<file path="src/rtl/dbc_pkg.sv">
package dbc_pkg;

  // Drive state of one half-bridge
  typedef enum logic [1:0] {
    HB_OFF  = 2'd0,
    HB_HIGH = 2'd1,
    HB_LOW  = 2'd2
  } hb_drive_e;

  typedef struct packed {
    hb_drive_e out1;
    hb_drive_e out2;
  } br_cmd_t;

  // a: IN1 / ENABLE, b: IN2 / PHASE
  function automatic br_cmd_t decode_cmd(input logic phen_mode,
                                         input logic a,
                                         input logic b);
    br_cmd_t c;
    if (phen_mode) begin
      if (!a) begin
        c.out1 = HB_LOW;
        c.out2 = HB_LOW;
      end else if (b) begin
        c.out1 = HB_LOW;
        c.out2 = HB_HIGH;
      end else begin
        c.out1 = HB_HIGH;
        c.out2 = HB_LOW;
      end
    end else begin
      unique case ({a, b})
        2'b00:   begin c.out1 = HB_OFF;  c.out2 = HB_OFF;  end
        2'b01:   begin c.out1 = HB_LOW;  c.out2 = HB_HIGH; end
        2'b10:   begin c.out1 = HB_HIGH; c.out2 = HB_LOW;  end
        default: begin c.out1 = HB_LOW;  c.out2 = HB_LOW;  end
      endcase
    end
    return c;
  endfunction

endpackage

</file>
<file path="src/rtl/dbc_sync.sv">
module dbc_sync #(
  parameter int W = 1
) (
  input  logic         clk,
  input  logic         rst_n,
  input  logic [W-1:0] d_i,
  output logic [W-1:0] q_o
);

  logic [W-1:0] meta_q;
  logic [W-1:0] stab_q;

  always_ff @(posedge clk or negedge rst_n) begin
    if (!rst_n) begin
      meta_q <= '0;
      stab_q <= '0;
    end else begin
      meta_q <= d_i;
      stab_q <= meta_q;
    end
  end

  assign q_o = stab_q;

endmodule

</file>
<file path="src/rtl/dbc_fault_sup.sv">
module dbc_fault_sup #(
  parameter int OCP_DEGLITCH_CYC = 200,
  parameter int RETRY_CYC        = 100000
) (
  input  logic clk,
  input  logic rst_n,
  input  logic wipe_i,
  input  logic ocp_i,
  input  logic hot_i,
  input  logic cool_i,
  output logic ok_o
);

  localparam int DW = (OCP_DEGLITCH_CYC > 1) ? $clog2(OCP_DEGLITCH_CYC) : 1;
  localparam int RW = (RETRY_CYC > 1) ? $clog2(RETRY_CYC) : 1;
  localparam logic [DW-1:0] DEG_LAST = DW'(OCP_DEGLITCH_CYC - 1);
  localparam logic [RW-1:0] RET_LAST = RW'(RETRY_CYC - 1);

  logic [DW-1:0] deg_q, deg_d;
  logic [RW-1:0] ret_q, ret_d;
  logic          trip_q, trip_d;
  logic          hot_q, hot_d;

  always_comb begin
    deg_d  = deg_q;
    ret_d  = ret_q;
    trip_d = trip_q;
    hot_d  = hot_q;
    if (wipe_i) begin
      deg_d  = '0;
      ret_d  = '0;
      trip_d = 1'b0;
      hot_d  = 1'b0;
    end else begin
      if (trip_q) begin
        deg_d = '0;
        if (ret_q == RET_LAST) begin
          trip_d = 1'b0;
          ret_d  = '0;
        end else begin
          ret_d = ret_q + RW'(1);
        end
      end else if (ocp_i) begin
        if (deg_q == DEG_LAST) begin
          trip_d = 1'b1;
          deg_d  = '0;
          ret_d  = '0;
        end else begin
          deg_d = deg_q + DW'(1);
        end
      end else begin
        deg_d = '0;
      end
      if (hot_i) begin
        hot_d = 1'b1;
      end else if (cool_i) begin
        hot_d = 1'b0;
      end
    end
  end

  always_ff @(posedge clk or negedge rst_n) begin
    if (!rst_n) begin
      deg_q  <= '0;
      ret_q  <= '0;
      trip_q <= 1'b0;
      hot_q  <= 1'b0;
    end else begin
      deg_q  <= deg_d;
      ret_q  <= ret_d;
      trip_q <= trip_d;
      hot_q  <= hot_d;
    end
  end

  assign ok_o = !trip_q && !hot_q;

endmodule

</file>
<file path="src/rtl/dbc_deadband.sv">
module dbc_deadband
  import dbc_pkg::*;
#(
  parameter int DEAD_CYC = 8
) (
  input  logic      clk,
  input  logic      rst_n,
  input  hb_drive_e target_i,
  output logic      hi_o,
  output logic      lo_o
);

  localparam int CW = (DEAD_CYC > 1) ? $clog2(DEAD_CYC) : 1;
  localparam logic [CW-1:0] LOAD = CW'(DEAD_CYC - 1);

  hb_drive_e     cur_q, cur_d;
  logic [CW-1:0] cnt_q, cnt_d;

  always_comb begin
    cur_d = cur_q;
    cnt_d = (cnt_q != '0) ? cnt_q - CW'(1) : cnt_q;
    if (target_i != cur_q) begin
      if (cur_q != HB_OFF) begin
        cur_d = HB_OFF;
        cnt_d = LOAD;
      end else if (cnt_q == '0) begin
        cur_d = target_i;
      end
    end
  end

  always_ff @(posedge clk or negedge rst_n) begin
    if (!rst_n) begin
      cur_q <= HB_OFF;
      cnt_q <= '0;
    end else begin
      cur_q <= cur_d;
      cnt_q <= cnt_d;
    end
  end

  assign hi_o = (cur_q == HB_HIGH);
  assign lo_o = (cur_q == HB_LOW);

endmodule

</file>
<file path="src/rtl/dual_bridge_ctrl.sv">
module dual_bridge_ctrl
  import dbc_pkg::*;
#(
  parameter int NUM_BRIDGES      = 2,
  parameter int CLK_HZ           = 100_000_000,
  parameter int OCP_DEGLITCH_CYC = 200,
  parameter int RETRY_CYC        = CLK_HZ / 1000,
  parameter int DEAD_CYC         = 8
) (
  input  logic                     clk,
  input  logic                     rst_n,
  input  logic                     mode_phen_i,
  input  logic                     sleep_n_i,
  input  logic [2*NUM_BRIDGES-1:0] ctl_i,
  input  logic [NUM_BRIDGES-1:0]   ocp_i,
  input  logic [NUM_BRIDGES-1:0]   hot_i,
  input  logic [NUM_BRIDGES-1:0]   cool_i,
  input  logic                     uv_i,
  output logic [2*NUM_BRIDGES-1:0] gate_hi_o,
  output logic [2*NUM_BRIDGES-1:0] gate_lo_o
);

  localparam int NH     = 2 * NUM_BRIDGES;
  localparam int SYNC_W = 3 + NH + 3 * NUM_BRIDGES;

  logic                   mode_s;
  logic                   sleep_n_s;
  logic                   uv_s;
  logic [NH-1:0]          ctl_s;
  logic [NUM_BRIDGES-1:0] ocp_s;
  logic [NUM_BRIDGES-1:0] hot_s;
  logic [NUM_BRIDGES-1:0] cool_s;
  logic                   halt;
  logic [NUM_BRIDGES-1:0] bridge_ok;

  dbc_sync #(.W(SYNC_W)) sync_i (
    .clk   (clk),
    .rst_n (rst_n),
    .d_i   ({mode_phen_i, sleep_n_i, uv_i, ctl_i, ocp_i, hot_i, cool_i}),
    .q_o   ({mode_s, sleep_n_s, uv_s, ctl_s, ocp_s, hot_s, cool_s})
  );

  assign halt = !sleep_n_s || uv_s;

  for (genvar b = 0; b < NUM_BRIDGES; b++) begin : g_br
    br_cmd_t   cmd;
    hb_drive_e tgt1;
    hb_drive_e tgt2;

    dbc_fault_sup #(
      .OCP_DEGLITCH_CYC (OCP_DEGLITCH_CYC),
      .RETRY_CYC        (RETRY_CYC)
    ) sup_i (
      .clk    (clk),
      .rst_n  (rst_n),
      .wipe_i (halt),
      .ocp_i  (ocp_s[b]),
      .hot_i  (hot_s[b]),
      .cool_i (cool_s[b]),
      .ok_o   (bridge_ok[b])
    );

    always_comb begin
      cmd = decode_cmd(mode_s, ctl_s[2*b], ctl_s[2*b+1]);
      if (!halt && bridge_ok[b]) begin
        tgt1 = cmd.out1;
        tgt2 = cmd.out2;
      end else begin
        tgt1 = HB_OFF;
        tgt2 = HB_OFF;
      end
    end

    dbc_deadband #(.DEAD_CYC(DEAD_CYC)) db1_i (
      .clk      (clk),
      .rst_n    (rst_n),
      .target_i (tgt1),
      .hi_o     (gate_hi_o[2*b]),
      .lo_o     (gate_lo_o[2*b])
    );

    dbc_deadband #(.DEAD_CYC(DEAD_CYC)) db2_i (
      .clk      (clk),
      .rst_n    (rst_n),
      .target_i (tgt2),
      .hi_o     (gate_hi_o[2*b+1]),
      .lo_o     (gate_lo_o[2*b+1])
    );
  end

endmodule

</file>
<file path="config.mk">
export PLATFORM = sky130hd
export DESIGN_NAME = dual_bridge_ctrl
export DESIGN_NICKNAME = d
export VERILOG_FILES = /design/src/rtl/dbc_pkg.sv /design/src/rtl/dbc_sync.sv /design/src/rtl/dbc_fault_sup.sv /design/src/rtl/dbc_deadband.sv /design/src/rtl/dual_bridge_ctrl.sv
export SDC_FILE = /design/constraint.sdc
export NUM_CORES = 1
export LEC_CHECK = 0
export CORE_MARGIN = 2
export CORE_UTILIZATION = 60
export CTS_CLUSTER_SIZE = 16
export DETAILED_ROUTE_END_ITERATION = 10
export PLACE_DENSITY = 0.8
export SYNTH_ARGS = -nofsm -noshare
export SYNTH_HDL_FRONTEND = slang
export SYNTH_SLANG_ARGS = --single-unit
</file>
<file path="constraint.sdc">
create_clock -name clk -period 3.2 [get_ports clk]
set_input_delay 0.64 -clock clk [delete_from_list [all_inputs] [get_ports clk]]
set_output_delay 0.64 -clock clk [all_outputs]
set_load 0.01 [all_outputs]
</file>
# Word-level counts from Yosys, hierarchy flattened
# Index checks and enable logic that the tools add are counted.
# op_classes
eq_ne,20
n_reduce_logical,41
addsub,8
mux,66
# ops
cell,n
$mux 17,10
$mux 8,8
$mux 3,12
$add 17x1->17 const B,2
$eq 17x17->1 const B,2
$reduce_bool 3->1,10
$mux 2,12
$mux 4,6
$pmux 4 s3,2
$add 8x1->8 const B,2
$eq 8x8->1 const B,2
$mux 1,16
$reduce_bool 2->1,8
$eq 2x1->1 const B,6
$eq 2x2->1 const B,6
$logic_not 3->1,4
$reduce_and 2->1,6
$sub 3x1->3 const B,4
$ne 2x2->1,4
$logic_not 1->1,6
$logic_and 1x1->1,4
$logic_not 2->1,2
$logic_or 1x1->1,1
# word_totals
ff_bits,100
elab_cells,153
inputBits,15

# Longest topological paths before layout
# Gate-level depths: netlist of run 1.
# depth
ltp_word,7
mapped_depth,7
depth_no_buf,6

# Cells and area by module
# Synthesis of run 1 repeated with hierarchy kept, for this count alone.
# unflattened
hier_cells,485
hier_area_um2,4882.2
# modules_own_cells
module,cells_each,area_each_um2,seq_area_each_um2,n_inst
dbc_fault_sup,150,1402.6,675.6,2
dbc_deadband at g_br[0].db2_i ...,34,307.8,125.1,3
dbc_sync,26,650.6,650.6,1
dbc_deadband at g_br[0].db1_i,33,320.3,125.1,1
dual_bridge_ctrl,24,182.7,0.0,1

# Least setup slack after synthesis of run 1
# Ideal clock, no wire load.
# synth_path
kind,register -> register
startpoint,reg g_br[0].sup_i.ret_q[13]
endpoint,reg g_br[0].sup_i.ret_q[0]
synth_period_minus_slack_ns,1.881
required_time_ns,3.075
t_arrival_ns,1.756
path_buffers,1
path_stages_with_launch,6
path_slack_ns,1.319
path_cell_list,dfrtp_1 -> or4_4 -> nor4_4 -> nor2_2 -> buf_6 -> mux2_2
# synth_via
elab_chain_len,4
# synth_rtl
element,line,text
"start, declared",dbc_fault_sup.sv:20,"logic [RW-1:0] ret_q, ret_d;"
"start signal, assigned",dbc_fault_sup.sv:70,ret_q <= ret_d;
$eq 17x17->1,dbc_fault_sup.sv:37,if (ret_q == RET_LAST) begin
$mux 17,dbc_fault_sup.sv:37,
$mux 17,dbc_fault_sup.sv:35,if (trip_q) begin
$mux 17,dbc_fault_sup.sv:29,if (wipe_i) begin
# No other way between the ends.
# A chain may end at the register's enable or synchronous reset.

# Worst setup path after layout of run 1
# layout_path
startpoint,reg g_br[0].db2_i.cur_q[0]
endpoint,out gate_hi_o[1]
# layout_via
elab_chain_len,1
# layout_rtl
element,line,text
"start, declared",dbc_deadband.sv:16,"hb_drive_e cur_q, cur_d;"
"start signal, assigned",dbc_deadband.sv:37,cur_q <= cur_d;
$eq 2x1->1,dbc_deadband.sv:42,assign hi_o = (cur_q == HB_HIGH);
"end, declared",dual_bridge_ctrl.sv:19,"output logic [2*NUM_BRIDGES-1:0] gate_hi_o,"
# No other way between the ends.

==> flow_summary.ini, run 1 <==
[run_status]
status = complete, no violations

[final_layout]
fin_cells = 611
final_nets = 533
drive_gt1_share_pct = 6.68
final_util_pct = 68.3
final_cell_mix = dfrtp_1, nand2_1, nor2_1
syn_to_final_growth_pct = 9.72
fillers = 614
final_common_cell = dfrtp_1
antenna_cells = 0

[placed_design]
dpl.cell_count = 595
dp_slack_ps = 990
place_hpwl_mm = 6.12
gp_congestion = 0.863
io_buffer_count = 22

[critical_path]
worstPathCellList = nor2b_1 > clkdlybuf4s50_1
worstSetupPathType = reg -> out
cp_data_required_time_ps = 2560
cp-end-kind = output pin
crit_arrival_ps = 1680
cp_slowest_stage_delay_ps = 590
crit_fanout = 7
crit_slowest_cell = clkdlybuf4s50_1
startpoint_type = flip-flop

[synth]
ys_top_cells_by_area = dfrtp_1, nand2_1, ha_1, a21oi_1, nor2_1
yosys_register_bits = 100
ys_types = 64
syn_nets = 512
synth_flop_cell = dfrtp_1
synth-seq-area-share_pct = 51.7
async_flop_share_pct = 100
synth_top_area_share_pct = 51.7
post_synth.cell_area_avg_sq_um = 10.0
yosys.area.top_type = dfrtp_1
synth_edf_count = 0
synthCells = 483
yosysWarnings = 0
syn_area_sq_mm = 0.00484

[floorplan]
core_sq_mm = 0.00777
ios = 23
dieArea_sq_mm = 0.00880
fp.dieH_microns = 93.8
start_util_pct = 62.3
die_w_microns = 93.8
rows = 32

[timing]
worst_slack_ps = 879
worst_pin_slew_ps = 942
hold_viol = 0
fin_crit_ps = 2320
period_share_pct = 72.5
skew_ps = 15.6
maxSlewViolCount = 0
hold_slack_ps = 355
rsz0062_at_grt = false
fmax_mhz = 431
maxSlewHeadroom_pct = 37.2
setup_viol = 0
fin_setup_tns_ps = 0

[global_route]
grt_pass1_wl_mm = 15.3
grt_max_degree = 72
grt_pass1_vias = 3449
grt_use_total_pct = 22.0
antenna_found_initial = 0
grt-ovfl-total = 0

[cts]
ctsHtreeMaxLevel = 3
path_clk_slew_ps = 100
tritoncts = yes
cts_hold_buf = 0
clock_latency_ps = 360
cts_setup_buffers = 0
cts-resized-gates = 0
cts_buffer_depth = 2
cts_sinks = 100
cts_made_buffers = 9
clockRootBuffer = clkbuf_8

[detailed_routing]
vias_per_cell = 5.80
wl_met3_microns = 295
dr.first_iter.drc_count = 209
wire_per_inst_microns = 14.2
drt_first_pass_iters = 5
drcViolationCount = 0
top_layer_used = met4
wirelength_mm = 8.67
route.met2.wl_mm = 4.28
num_vias = 3543
wl_met1_mm = 4.03
antenna_left = 0

[worst_hold_path]
holdCritPathClass = reg -> reg

[power]
power_leakage_nw = 2.32
ir_drop_v = 0.000333
p_per_area_mw_per_mm2 = 512

[run]
cap_violations = 0
-- sequential cells by signal, indices dropped and copies added (netlist names) --
name and flops:
g_br.sup_i.ret_q 34, g_br.sup_i.deg_q 16, sync_i.meta_q 13, sync_i.q_o 13
g_br.db1_i.cnt_q 6, g_br.db2_i.cnt_q 6, g_br.db1_i.cur_q 4, g_br.db2_i.cur_q 4
g_br.sup_i.hot_q 2, g_br.sup_i.trip_q 2
-- through the flow --
| stage | area, sq um | total power [mW] |
|---|---|---|
| 5_1_grt | 5310 | 2.89 |
| 6_report | 5310 | 2.72 |
| 3_3_place_gp | 5120 | 1.91 |
| 3_5_place_dp | 5120 | 1.96 |
| 4_1_cts | 5310 | 2.76 |
| 2_1_floorplan | 4840 | 1.82 |
-- Yosys cell counts (6+ instances only) --
master,count
a21oi_1,31
a31oi_1,22
and3_1,10
buf_4,8
clkbuf_1,7
dfrtp_1,100
ha_1,14
inv_1,22
mux2i_1,10
nand2_1,54
nand2b_1,8
nand3_1,24
nand4_1,7
nor2_1,38
nor2b_1,12
nor3_1,7
nor4_1,6
o21ai_0,14
xnor2_1,11
xor2_1,9
-- worst max-delay path: cells and delay by family, from the launching register on --
family,cells,cell delay [ps]
flops,1,460
simple gates,1,270
buf+inv,1,590
-- where the power goes --
| part | leakage (nW) | internal (mW) | total [mW] | switching (mW) |
|---|---|---|---|---|
| Clock | 0.101 | 0.364 | 0.791 | 0.427 |
| Combinational | 0.909 | 0.226 | 0.487 | 0.261 |
| Sequential | 1.31 | 1.37 | 1.44 | 0.0706 |
-- path summary, 6_finish.rpt --
kind                                                     from                             endpoint  slack (ps)  cells past startpoint
max                        g_br[0].db2_i.cur_q[0]$_DFFE_PN0P_                         gate_hi_o[1]         880                      2
min                                sync_i.meta_q[5]$_DFF_PN0_              sync_i.q_o[5]$_DFF_PN0_         350                      0
max reg2reg                g_br[0].sup_i.ret_q[0]$_DFFE_PN0P_   g_br[0].sup_i.ret_q[9]$_DFFE_PN0P_         980                      6
min reg2reg                        sync_i.meta_q[5]$_DFF_PN0_              sync_i.q_o[5]$_DFF_PN0_         350                      0
max in group asynchronous                               rst_n  g_br[0].sup_i.ret_q[15]$_DFFE_PN0P_        2010                      2
min in group asynchronous                               rst_n     g_br[1].db1_i.cnt_q[0]$_DFF_PN0_         370                      1
-- metal layers --
metal | GRT usage, % | vias to the layer above
met4 | 7.00 | 0
li1 | - | 1758
met2 | 36.5 | 63
met3 | 4.33 | 6
met1 | 29.3 | 1716
met5 | 0 | -
-- logic make-up after synthesis --
kind of cell / Yosys count / synth area share, %
xor gates and xnor gates: 20 / 3.62
buffers and inverters: 39 / 3.83
and+or+nand+nor: 197 / 21.5
DFF: 100 / 51.7
AOI/OAI and AO/OA: 102 / 13.4
muxes: 11 / 2.30
adders and majority gates: 14 / 3.62
-- layout make-up --
type / count / area [sq um] / area share, %
Clock buffer: 10 / 128 / 2.40
Multi-Input combinational cell: 344 / 2150 / 40.5
Tap cell: 102 / 128 / 2.40
Inverter: 22 / 82.6 / 1.56
Sequential cell: 100 / 2500 / 47.1
Timing Repair Buffer: 27 / 255 / 4.81
Clock inverter: 6 / 62.6 / 1.18
No activity file was read; power rests on OpenSTA's default activity.
==> run 2: changes to the inputs <==
clock period = 2.2 ns   (was 3.2 ns; I/O delays follow)
==> run 2 against run 1 <==
  * Die area is the same
  * Design area grew 1.9%
  * Utilization grew 1.3 points
  * Clock skew shrank 7.2 ps
  * Worst hold slack lost 240 ps
  * Combinational power grew 43%
  * Final cell count grew 0.49%
  * Global-route usage shrank 0.68 points
  * Clock power grew 73%
  * Critical endpoint is now gate_lo_o[3]
  * Largest cell class unchanged
  * Largest power group unchanged
  * Highest routed layer unchanged
==> flow_summary.ini, run 2 (same netlist as run 1, synthesis figures left out) <==
[floorplan]
core_sq_mm = 0.00777
dieArea_sq_mm = 0.00880
start_util_pct = 62.3
ios = 23
rows = 32
die_w_microns = 93.8
fp.dieH_microns = 93.8

[timing]
hold_viol = 0
rsz0062_at_grt = false
fin_crit_ps = 2070
hold_slack_ps = 111
maxSlewViolCount = 0
setup_viol = 0
maxSlewHeadroom_pct = 63.7
skew_ps = 8.36
period_share_pct = 94.1
worst_slack_ps = 131
worst_pin_slew_ps = 545
fmax_mhz = 483
fin_setup_tns_ps = 0

[global_route]
top_usage_layer = met2
grt_use_met1_pct = 28.4
grt_max_degree = 101
antenna_found_initial = 0
grt-ovfl-total = 0
grt_pass1_vias = 3451
gr-usage-met2_pct = 35.0
use_met3_pct = 4.25
grt_pass1_wl_mm = 15.0
grt_use_total_pct = 21.3

[cts]
cts_sinks = 100
cts_hold_buf = 0
ctsHtreeMaxLevel = 3
clockRootBuffer = clkbuf_8
cts_made_buffers = 9
path_clk_slew_ps = 90
cts_buffer_depth = 2
tritoncts = yes
clock_latency_ps = 350
cts-resized-gates = 0
cts_setup_buffers = 0

[final_layout]
final_nets = 537
antenna_cells = 0
top_regs = g_br.sup_i.ret_q: 34 flops, g_br.sup_i.deg_q: 16 flops
final_cell_mix = dfrtp_1, nand2_1, nor2_1
top_register = g_br.sup_i.ret_q
drive_gt1_share_pct = 7.42
largest_reg_flops = 34
final_common_cell = dfrtp_1
final_area_sq_mm = 0.00541
syn_to_final_growth_pct = 11.8
multi_input_area_sq_mm = 0.00216
seqCellArea_sq_mm = 0.00250
final_util_pct = 69.6
fillers = 573

[power]
power_leakage_nw = 2.36
p_per_area_mw_per_mm2 = 769
ir_drop_v = 0.000456

[critical_path]
crit_family = buffers and inverters
crit_fanout = 9
cp-end-kind = output pin
worstSetupPathType = reg -> out
cp_data_required_time_ps = 1760
startpoint_type = flip-flop
critPathBufInv = 1
crit_arrival_ps = 1630
cp_slowest_stage_delay_ps = 560
worstPathCellList = nor2b_2 > clkdlybuf4s50_1
crit_slowest_cell = clkdlybuf4s50_1

[detailed_routing]
wirelength_mm = 8.36
drcViolationCount = 0
wire_per_inst_microns = 13.6
dr.first_iter.drc_count = 257
antenna_left = 0
drt_first_pass_iters = 4
num_vias = 3506
vias_per_cell = 5.71

[placed_design]
dp_slack_ps = 19.4
gp_congestion = 0.825
place_hpwl_mm = 5.72
dpl_cell_area_sq_mm = 0.00516
io_buffer_count = 22

[run]
cap_violations = 0

[worst_hold_path]
holdCritPathClass = in -> async

[run_status]
status = complete, no violations
run 2: changes by cell type in the layout (fill, tap and decap cells not counted), sizes merged:
cell	delta
buf	+4
clkbuf	+1
clkinv	-3
clkinvlp	+1
bufinv	+2
inv	-2
run 2: stage by stage:
stage | power (mW) | instances
after floorplan | 2.65 | 483
after global placement | 2.79 | 599
after detailed placement | 2.84 | 599
after CTS | 4.20 | 614
after global routing | 4.40 | 614
final | 4.16 | 614
run 2: report_power, final:
group	internal, mW	total (mW)	leakage (nW)	switching, mW
Clock	0.781	1.37	0.116	0.588
Combinational	0.331	0.697	0.935	0.366
Sequential	1.99	2.09	1.31	0.100
Total	3.11	4.16	2.36	1.05
run 2: layout make-up:
| class | instances | area share (%) |
|---|---|---|
| repair buffers | 31 | 5.51 |
| multi-input cells | 344 | 39.9 |
| inverters | 22 | 1.53 |
| clock buffers | 11 | 2.61 |
| flip-flops and latches | 100 | 46.3 |
| well taps | 102 | 2.36 |
| clock inverters | 4 | 1.80 |
run 2: per-layer routing:
layer  part of all wire [%]  vias up
met4                    1.2        0
li1                       -     1765
met1                     48     1683
met2                     48       50
met5                      0        -
met3                    2.8        8
run 2: worst paths after layout:
path / from / endpoint / slack, ps / cells after the start
max in group asynchronous: rst_n / g_br[0].db2_i.cur_q[1]$_DFFE_PN0P_ / 1660 / 2
setup reg to reg: g_br[1].sup_i.trip_q$_DFF_PN0_ / g_br[1].db1_i.cnt_q[2]$_DFF_PN0_ / 210 / 5
hold / removal: rst_n / g_br[1].db1_i.cnt_q[0]$_DFF_PN0_ / 110 / 2
hold reg to reg: sync_i.meta_q[10]$_DFF_PN0_ / sync_i.q_o[10]$_DFF_PN0_ / 350 / 0
min in group clk: sync_i.meta_q[10]$_DFF_PN0_ / sync_i.q_o[10]$_DFF_PN0_ / 350 / 0
setup / recovery: g_br[1].db2_i.cur_q[1]$_DFFE_PN0P_ / gate_lo_o[3] / 130 / 2
